**src/rtl/uart_regfe_pkg.sv**
```systemverilog
package uart_regfe_pkg;

   typedef enum logic [2:0] {
      SEL_STAT  = 3'd0,
      SEL_DATA  = 3'd1,
      SEL_RATE  = 3'd2,
      SEL_CTLA  = 3'd3,
      SEL_CTLB  = 3'd4,
      SEL_CTLC  = 3'd5,
      SEL_GUARD = 3'd6,
      SEL_NONE  = 3'd7
   } reg_sel_e;

   // status word flag positions
   localparam int FULL_BIT  = 5;
   localparam int DONE_BIT  = 6;
   localparam int EMPTY_BIT = 7;

   // control word A positions
   localparam int RXEN_BIT  = 2;
   localparam int RXIE_BIT  = 5;
   localparam int PORTEN_BIT = 13;

   // number of plain storage words (rate, ctl A, ctl B, ctl C, guard)
   localparam int NUM_STORE = 5;

endpackage

```
**src/rtl/uart_regfe_decode.sv**
```systemverilog
module uart_regfe_decode
   import uart_regfe_pkg::*;
#(
   parameter int ADDR_W = 10
) (
   input  logic [ADDR_W-1:0] addr,
   output reg_sel_e          sel
);
   localparam int IDX_W = ADDR_W - 2;

   logic [IDX_W-1:0] word_idx;
   logic             aligned;

   assign word_idx = addr[ADDR_W-1:2];
   assign aligned  = (addr[1:0] == 2'b00);

   always_comb begin
      sel = SEL_NONE;
      if (aligned && (word_idx < IDX_W'(7))) begin
         sel = reg_sel_e'(word_idx[2:0]);
      end
   end
endmodule

```
**src/rtl/uart_regfe_store.sv**
```systemverilog
module uart_regfe_store #(
   parameter int              W   = 32,
   parameter logic [W-1:0]    RST = '0
) (
   input  logic         clk,
   input  logic         rst_n,
   input  logic         we,
   input  logic [W-1:0] d,
   output logic [W-1:0] q
);
   always_ff @(posedge clk) begin
      if (!rst_n)  q <= RST;
      else if (we) q <= d;
   end
endmodule

```
**src/rtl/uart_regfe_status.sv**
```systemverilog
module uart_regfe_status
   import uart_regfe_pkg::*;
#(
   parameter int                 DATA_W   = 32,
   parameter int                 BYTE_W   = 8,
   parameter logic [DATA_W-1:0]  STAT_RST = 32'h0000_00C0,
   parameter logic [DATA_W-1:0]  LOAD_MAX = 32'h0000_03FF
) (
   input  logic              clk,
   input  logic              rst_n,
   input  logic              stat_wr,
   input  logic              data_rd,
   input  logic              data_wr_ok,
   input  logic              ctla_wr,
   input  logic [DATA_W-1:0] wdata,
   input  logic              irq_en,
   input  logic              rx_store,
   input  logic [BYTE_W-1:0] rx_byte,
   output logic [DATA_W-1:0] stat_q,
   output logic [BYTE_W-1:0] hold_q,
   output logic              irq_q
);
   logic [DATA_W-1:0] stat_d;
   logic [BYTE_W-1:0] hold_d;
   logic              irq_d;

   always_comb begin
      stat_d = stat_q;
      hold_d = hold_q;
      irq_d  = irq_q;
      if (stat_wr) begin
         if (wdata <= LOAD_MAX) begin
            stat_d            = wdata;
            stat_d[EMPTY_BIT] = 1'b1;
         end else begin
            stat_d = stat_q & wdata;
         end
         if (!stat_d[FULL_BIT]) irq_d = 1'b0;
      end
      if (data_wr_ok) stat_d[DONE_BIT] = 1'b1;
      if (ctla_wr && wdata[RXIE_BIT] && stat_q[FULL_BIT]) irq_d = 1'b1;
      if (data_rd) begin
         stat_d[FULL_BIT] = 1'b0;
         irq_d            = 1'b0;
      end
      if (rx_store) begin
         hold_d           = rx_byte;
         stat_d[FULL_BIT] = 1'b1;
         if (irq_en) irq_d = 1'b1;
      end
   end

   always_ff @(posedge clk) begin
      if (!rst_n) begin
         stat_q <= STAT_RST;
         hold_q <= '0;
         irq_q  <= 1'b0;
      end else begin
         stat_q <= stat_d;
         hold_q <= hold_d;
         irq_q  <= irq_d;
      end
   end
endmodule

```
**src/rtl/uart_regfe.sv**
```systemverilog
module uart_regfe
   import uart_regfe_pkg::*;
#(
   parameter int                 ADDR_W       = 10,
   parameter int                 DATA_W       = 32,
   parameter int                 BYTE_W       = 8,
   parameter int                 RD_KEEP      = 10,
   parameter logic [DATA_W-1:0]  STAT_RST     = 32'h0000_00C0,
   parameter logic [DATA_W-1:0]  LOAD_MAX     = 32'h0000_03FF,
   parameter logic [DATA_W-1:0]  TX_LIMIT     = 32'h0000_F000,
   parameter bit                 TX_REGISTERED = 1'b1
) (
   input  logic              clk,
   input  logic              rst_n,
   input  logic              bus_sel,
   input  logic              bus_wr,
   input  logic [ADDR_W-1:0] bus_addr,
   input  logic [DATA_W-1:0] bus_wdata,
   output logic [DATA_W-1:0] bus_rdata,
   input  logic              rx_valid,
   input  logic [BYTE_W-1:0] rx_data,
   output logic              rx_ready,
   output logic              tx_valid,
   output logic [BYTE_W-1:0] tx_data,
   output logic              irq
);
   localparam logic [DATA_W-1:0] KEEP_MASK = DATA_W'((64'd1 << RD_KEEP) - 64'd1);

   if (ADDR_W < 5) begin : g_bad_addr
      $error("uart_regfe: ADDR_W too small for seven words");
   end
   if (DATA_W <= PORTEN_BIT) begin : g_bad_data
      $error("uart_regfe: DATA_W must hold control bit positions");
   end
   if (BYTE_W > DATA_W || RD_KEEP > DATA_W) begin : g_bad_byte
      $error("uart_regfe: byte or read mask wider than the bus");
   end

   reg_sel_e sel;
   logic     wr_hit, rd_hit;
   logic     stat_wr, data_rd, data_wr, data_wr_ok, ctla_wr;
   logic     rx_store;

   logic [DATA_W-1:0] stat_q;
   logic [BYTE_W-1:0] hold_q;
   logic [DATA_W-1:0] ctla_q;
   logic [DATA_W-1:0] store_q [NUM_STORE];
   logic [NUM_STORE-1:0] store_we;

   uart_regfe_decode #(.ADDR_W(ADDR_W)) dec_i (
      .addr (bus_addr),
      .sel  (sel)
   );

   assign wr_hit     = bus_sel &&  bus_wr;
   assign rd_hit     = bus_sel && !bus_wr;
   assign stat_wr    = wr_hit && (sel == SEL_STAT);
   assign data_wr    = wr_hit && (sel == SEL_DATA);
   assign data_rd    = rd_hit && (sel == SEL_DATA);
   assign ctla_wr    = wr_hit && (sel == SEL_CTLA);
   assign data_wr_ok = data_wr && (bus_wdata < TX_LIMIT);

   // plain storage words, slot k maps to select code k+2
   for (genvar k = 0; k < NUM_STORE; k++) begin : g_store
      assign store_we[k] = wr_hit && (sel == reg_sel_e'(k + 2));
      uart_regfe_store #(.W(DATA_W), .RST('0)) st_i (
         .clk   (clk),
         .rst_n (rst_n),
         .we    (store_we[k]),
         .d     (bus_wdata),
         .q     (store_q[k])
      );
   end

   assign ctla_q   = store_q[SEL_CTLA - 2];
   assign rx_ready = !stat_q[FULL_BIT];
   assign rx_store = rx_valid && rx_ready &&
                     ctla_q[PORTEN_BIT] && ctla_q[RXEN_BIT];

   uart_regfe_status #(
      .DATA_W   (DATA_W),
      .BYTE_W   (BYTE_W),
      .STAT_RST (STAT_RST),
      .LOAD_MAX (LOAD_MAX)
   ) stat_i (
      .clk        (clk),
      .rst_n      (rst_n),
      .stat_wr    (stat_wr),
      .data_rd    (data_rd),
      .data_wr_ok (data_wr_ok),
      .ctla_wr    (ctla_wr),
      .wdata      (bus_wdata),
      .irq_en     (ctla_q[RXIE_BIT]),
      .rx_store   (rx_store),
      .rx_byte    (rx_data),
      .stat_q     (stat_q),
      .hold_q     (hold_q),
      .irq_q      (irq)
   );

   // transmit side: registered pulse or pass-through
   if (TX_REGISTERED) begin : g_tx_reg
      logic              tv_q;
      logic [BYTE_W-1:0] td_q;
      always_ff @(posedge clk) begin
         if (!rst_n) begin
            tv_q <= 1'b0;
            td_q <= '0;
         end else begin
            tv_q <= data_wr_ok;
            if (data_wr_ok) td_q <= bus_wdata[BYTE_W-1:0];
         end
      end
      assign tx_valid = tv_q;
      assign tx_data  = td_q;
   end else begin : g_tx_comb
      assign tx_valid = data_wr_ok;
      assign tx_data  = bus_wdata[BYTE_W-1:0];
   end

   always_comb begin
      bus_rdata = '0;
      if (rd_hit) begin
         unique case (sel)
            SEL_STAT:  bus_rdata = stat_q;
            SEL_DATA:  bus_rdata = DATA_W'(hold_q) & KEEP_MASK;
            SEL_NONE:  bus_rdata = '0;
            default:   bus_rdata = store_q[sel - 2];
         endcase
      end
   end
endmodule

```
**config.mk**
```make
export PLATFORM = sky130hd
export DESIGN_NAME = uart_regfe
export DESIGN_NICKNAME = d
export VERILOG_FILES = /design/src/rtl/uart_regfe_pkg.sv /design/src/rtl/uart_regfe_decode.sv /design/src/rtl/uart_regfe_store.sv /design/src/rtl/uart_regfe_status.sv /design/src/rtl/uart_regfe.sv
export SDC_FILE = /design/constraint.sdc
export NUM_CORES = 1
export LEC_CHECK = 0
export BUFFER_PORTS_ARGS = -buffer_cell sky130_fd_sc_hd__buf_2
export CORE_MARGIN = 1.5
export CORE_UTILIZATION = 50
export DETAILED_ROUTE_END_ITERATION = 7
export GPL_TIMING_DRIVEN = 1
export HOLD_SLACK_MARGIN = 0.03
export PLACE_DENSITY_LB_ADDON = 0.1
export SETUP_SLACK_MARGIN = 0.1
export SLEW_MARGIN = 15
export SYNTH_ARGS = -nofsm -noshare
export SYNTH_HDL_FRONTEND = slang
export SYNTH_SLANG_ARGS = --single-unit
```
**constraint.sdc**
```tcl
create_clock -name clk -period 2.7 [get_ports clk]
set_input_delay 0.405 -clock clk [delete_from_list [all_inputs] [get_ports clk]]
set_output_delay 0.405 -clock clk [all_outputs]
set_load 0.005 [all_outputs]
```
Word level (Yosys, flattened, before mapping). Cells that the tools add are included.

Bits in registers: 210. Output and inout port bits: 43.

Add/sub/neg operators: 1. Magnitude comparators: 4. Eq/ne operators: 7. Multiplexer cells: 17. Bitwise operators: 3. Reductions and logical operators: 23.

Operators by type and width (number): $mux 32 (5); $bmux 32 s3 (1); $pmux 32 s3 (1); $ge 33x4->1 const B (1); $not 32->33 (1); $and 32x32->32 (1); $le 32x10->1 const B (1); $lt 32x16->1 const B (1); $logic_and 1x1->1 (17); $eq 3x3->1 const B (4); $lt 8x3->1 const B (1); $mux 1 (8); $eq 3x2->1 const B (2); $mux 6 (1); $sub 3x2->4 const B (1); $eq 3x1->1 const B (1); $logic_not 3->1 (1); $mux 3 (1); $reduce_bool 3->1 (1); $logic_not 1->1 (2); $logic_not 2->1 (1); $reduce_or 2->1 (1); $not 1->1 (1).

Logic depth before layout (Yosys ltp).
Word-level depth: 12. Mapped depth: 7. Gate-level depth less buffers: 4.

Cells and area by module. From an unflattened synthesis, not the netlist that was laid out.

Cell total of the unflattened synthesis: 961. Area, all modules: 10318.6 µm².

By module, submodules not included: uart_regfe_store (times used 5, cells an instance 103, area each 1243.7 µm², sequential area each 640.6 µm²); uart_regfe (times used 1, cells an instance 311, area each 2547.4 µm², sequential area each 180.2 µm²); uart_regfe_status (times used 1, cells an instance 128, area each 1501.4 µm², sequential area each 820.8 µm²); uart_regfe_decode (times used 1, cells an instance 7, area each 51.3 µm², sequential area each 0.0 µm²).

Least setup slack after synthesis. No wires, ideal clock.

Path kind: input to output. Start point: input port bus_addr[8]. End point: output port bus_rdata[29]. Data arrival time: 2.116 ns. Data required time: 2.295 ns. Slack: 0.179 ns. Cell stages on the path: 7. Buffers on the path: 3. Cell sequence: or4_1 buf_2 buf_2 nor4_2 clkbuf_1 a22oi_1 o21ai_1.

Cells in the longest elaborated chain, start to end: 10.

RTL lines: start: declaration (line uart_regfe.sv:17) `input logic [ADDR_W-1:0] bus_addr,`; $lt 8x3->1 * (line uart_regfe_decode.sv:19) `if (aligned && (word_idx < IDX_W'(7))) begin`; $logic_and 1x1->1 * (line uart_regfe_decode.sv:19); $mux 3 * (line uart_regfe_decode.sv:19); $sub 3x2->4 (line uart_regfe.sv:128) `default: bus_rdata = store_q[sel - 2];`; $not 32->33 (implied by the code) (line uart_regfe.sv:128); $bmux 32 s3 (line uart_regfe.sv:128); $mux 32 (implied by the code) (2 in series) (line uart_regfe.sv:128); $pmux 32 s3 * (line uart_regfe.sv:124) `unique case (sel)`; $mux 32 * (line uart_regfe.sv:123) `if (rd_hit) begin`; end: declaration (line uart_regfe.sv:19) `output logic [DATA_W-1:0] bus_rdata,`.

Every way passes the cells marked *; elsewhere a longest branch is shown, timed or not. The select of a mux whose other input is x is not followed.

Final worst setup path.
Start point: input port bus_addr[8]. End point: output port bus_rdata[12].

Same word-level chain as after synthesis.

==> summary.txt <==
Status
  – Run status: finished, final reports clean

Logic synthesis
  – Asr flop ratio synth: 0%
  – Syn_area_per_cell: 8.02 um^2
  – Synth Area in Simple Gates: about a fifth
  – Netlist cell types: 50
  – Flops & latches, synth: 210
  – Post-synthesis compound-gate area fraction: a little under a quarter
  – EDFF count, synth: 0
  – XOR/XNOR Fraction of Synth Area: 0%
  – Sequential fraction of the synthesis area: 44.7%
  – Post-Syn Nets: 1,227
  – Post-Syn Area: 9400 um^2
  – Warnings from Yosys: 0
  – Synth Instances: roughly 1,200
  – Mux share of post-synthesis cell area: 7.22%
  – Main combinational cell family by area after synthesis: compound AO/OA/AOI/OAI gates
  – Prevailing post-synth register cell: dfxtp_1
  – Post-synthesis adder-cell area fraction: 0%

Timing
  – Least-Margin Pin Slew: roughly 480 ps
  – Hold Violations, Final: 0
  – Skew final: approximately 11 ps
  – Fmax: around 0.39 GHz
  – Post-layout min period: 2570 ps
  – Final Max Slew Viols: 0
  – Tcrit/Tclk final: a little over nine tenths
  – Max transition margin: 67.4%
  – Unrepaired setup endpoints after global routing: true
  – Count of final setup violators: 0
  – Post-layout worst setup margin: ~130 ps
  – Setup total negative slack: 0 ps

Placed design
  – Dpl ws: approximately 24 ps
  – Cell Area, Placed: between 10,000 and 15,000 um^2
  – Placed wire-length estimate: ~18,000 um
  – IO Port Bufs: 97
  – GPL Wtd Cong: 0.816
  – Placed cells: roughly 1,400

Floorplan
  – Chip height: about 140 um
  – Die X-Extent: around 140 um
  – Placeable Area: about 18,000 um^2
  – Die ar.: between 15,000 and 20,000 um^2
  – Row cnt: slightly below 50
  – I/O pin cnt: 98
  – Initial Util: around half

Worst hold path
  – Min-delay src: rx_data[6]
  – Worst Hold Class: in -> reg

Critical path
  – WS Path Type: in -> out
  – Data arrival, critical path: about 2200 ps
  – R2R Path Start: g_store[1].st_i.q[13]
  – Startpoint types: primary input
  – Critical Path Source: bus_addr[8]
  – R2r setup slk: 1360 ps
  – Worst EP required: around 2300 ps
  – Worst Path Max Fanout: 8
  – Worst Setup End Kind: primary output

Route
  – DR pass1 iterations: 5
  – Met3 WL: roughly 2100 um
  – Detail Route Antenna Nets: 0
  – Initial DRC count: between 700 and 800
  – Vias: around 9,000
  – Final wirelength: 29,300 um
  – Met2 WL: ~13,000 um
  – Max layer used: met4
  – WL per Instance: 19.7 um
  – DRC viols: 0
  – DR vias/cell: about 6.0
  – Met1 wire length: between 10,000 and 15,000 um

Clock tree
  – Num Clock Sinks: between 200 and 250
  – H-tree levels: 1
  – Clk buf depth: 3
  – Clock latency on the worst-skew pair: approximately 520 ps
  – Num CTS Buffers: 24
  – CTS Hold Buffers Added: 0
  – Clk slew on worst S/H paths: 60 ps
  – CTS tree: done
  – Clock root buffer: clkbuf_16

Layout
  – Share of cells above drive strength 1: between 20 and 25%
  – Final cell count without fillers: about 1,500
  – Area Growth Syn to Fin: 19.8%
  – Layout Nets: roughly 1,300
  – Final instance area: around 11,000 um^2
  – Util after Layout: between 60% and 70%
  – ANT cells: 0

GRT
  – Pin count of the biggest net entering global routing: between 70 and 80
  – First-pass GRT wire length: 46,500 um
  – Global route overflow: 0
  – Vias in the first global route: between 8,000 and 9,000
  – GRT Util Overall: 29.8%
  – Initial antenna violation count: 0

Power
  – Internal power: between 5000 and 6000 uW
  – Sequential Power Share: 43.9%
  – Gate power share: 4.8%
  – Sw Share: a little over a fifth
  – Net switching power figure: approximately 1500 uW
  – Worst vdd ir: 0.451 mV
  – Clock power share: about half
  – Static Leakage: around 0.004 uW
  – Power Density: approximately 630 nW/um^2

Job
  – Max cap viols: 0
[routing by layer]
metal / up-vias / GRT usage (%)
met4: 0 / 6.15
met3: 32 / 4.85
met2: 337 / 47.9
met1: 4314 / 42.3
met5: - / 0
li1: 4289 / -
[state kept, by name, indices dropped and copies added, names as in the netlist]
signal / cells
stat_i.hold_q: 8
stat_i.stat_q: 32
g_store.st_i.q: 160
tx_valid: 1
stat_i.irq_q: 1
tx_data: 8
[timing repair]
action,in CTS,in global routing
endpoints found under the setup margin,27,22
buffers inserted,0,1
resized for setup,5,9
pin swaps,0,1
[worst paths after layout]
| check | to | cells after the start |
|---|---|---|
| max | bus_rdata[12] | 8 |
| min | stat_i.hold_q[6] | 3 |
| max reg2reg | stat_i.irq_q | 4 |
| min reg2reg | g_store[1].st_i.q[28] | 2 |
[cell usage in the layout, fill, tap and decap left out, drive strengths merged, types with 2 or more instances in the layout]
| cell type | instances |
|---|---|
| bufinv | 6 |
| nand2b | 5 |
| clkinv | 4 |
| a31oi | 5 |
| and2 | 3 |
| nor4 | 13 |
| nand3 | 36 |
| and3 | 4 |
| buf | 152 |
| nand3b | 3 |
| nor2b | 6 |
| a221oi | 2 |
| and4 | 4 |
| or3 | 3 |
| a22oi | 29 |
| mux2 | 30 |
| o221a | 29 |
| a22o | 5 |
| o21ai | 91 |
| nor4b | 2 |
| nand4 | 15 |
| or2 | 2 |
| o32ai | 2 |
| clkbuf | 33 |
| a21oi | 182 |
| or4 | 3 |
| nor2 | 12 |
| o31ai | 10 |
| inv | 9 |
| dfxtp | 210 |
| nor3 | 4 |
| nand2 | 299 |
| mux2i | 34 |
| o22ai | 6 |
[critical path, stage by stage]
cell and delay, ps:
buf_2 100, or4_4 550, buf_8 170, or2_4 310, buf_12 150, o21ai_0 210, o21ai_0 110, buf_2 150
[cell usage after synthesis (2+ instances only)]
library cell,count,area (um^2)
nand2_1,299,1120
dfxtp_1,210,4200
a21oi_1,182,911
o21ai_0,89,445
clkbuf_1,84,315
nand3_1,36,180
mux2i_1,34,340
mux2_2,30,338
a22oi_1,29,218
o221a_2,18,203
nand4_1,15,93.8
buf_2,12,60.1
nor2_1,12,45.0
o221a_1,11,124
nor4_1,10,62.6
o31ai_1,10,75.1
inv_1,8,30.0
nor2b_1,6,37.5
o22ai_1,6,37.5
a22o_1,5,43.8
a31oi_1,5,31.3
nand2b_1,5,31.3
and3_1,4,25.0
and4_1,4,35.0
buf_1,4,15.0
buf_6,4,45.0
and2_1,3,18.8
nand3b_1,3,22.5
nor3_1,3,15.0
nor4_2,3,37.5
or3_1,3,18.8
a221oi_1,2,17.5
buf_4,2,15.0
o21ai_1,2,10.0
o32ai_1,2,17.5
or2_2,2,12.5
or4_1,2,15.0
[through the flow]
stage	power, uW	hold WS [ps]
5_1_grt	7260	126
3_5_place_dp	3490	442
3_3_place_gp	3490	436
4_1_cts	7100	116
6_report	7070	123
2_1_floorplan	3330	428
[layout make-up]
cell class,instances,area [um^2]
multi-input cells,847,4790
flip-flops and latches,210,4200
clock buffers,33,674
fillers,1653,6950
repair buffers,152,1050
well taps,229,287
clock inverters,11,219
inverters,9,36.3
[power groups by stage]
stage                     combinational (uW)  clock, uW  sequential [uW]
final                                    340       3630             3100
after global routing                     361       3800             3100
after CTS                                330       3670             3100
after detailed placement                 327          0             3170
after global placement                   327          0             3170
after floorplan                          162          0             3170
[cell families after synthesis]
group	Yosys count
AOI/OAI and AO/OA	365
buffers and inverters	115
DFF	210
muxes	64
and+or+nand+nor	418
Power figures use the tool's default switching activity.
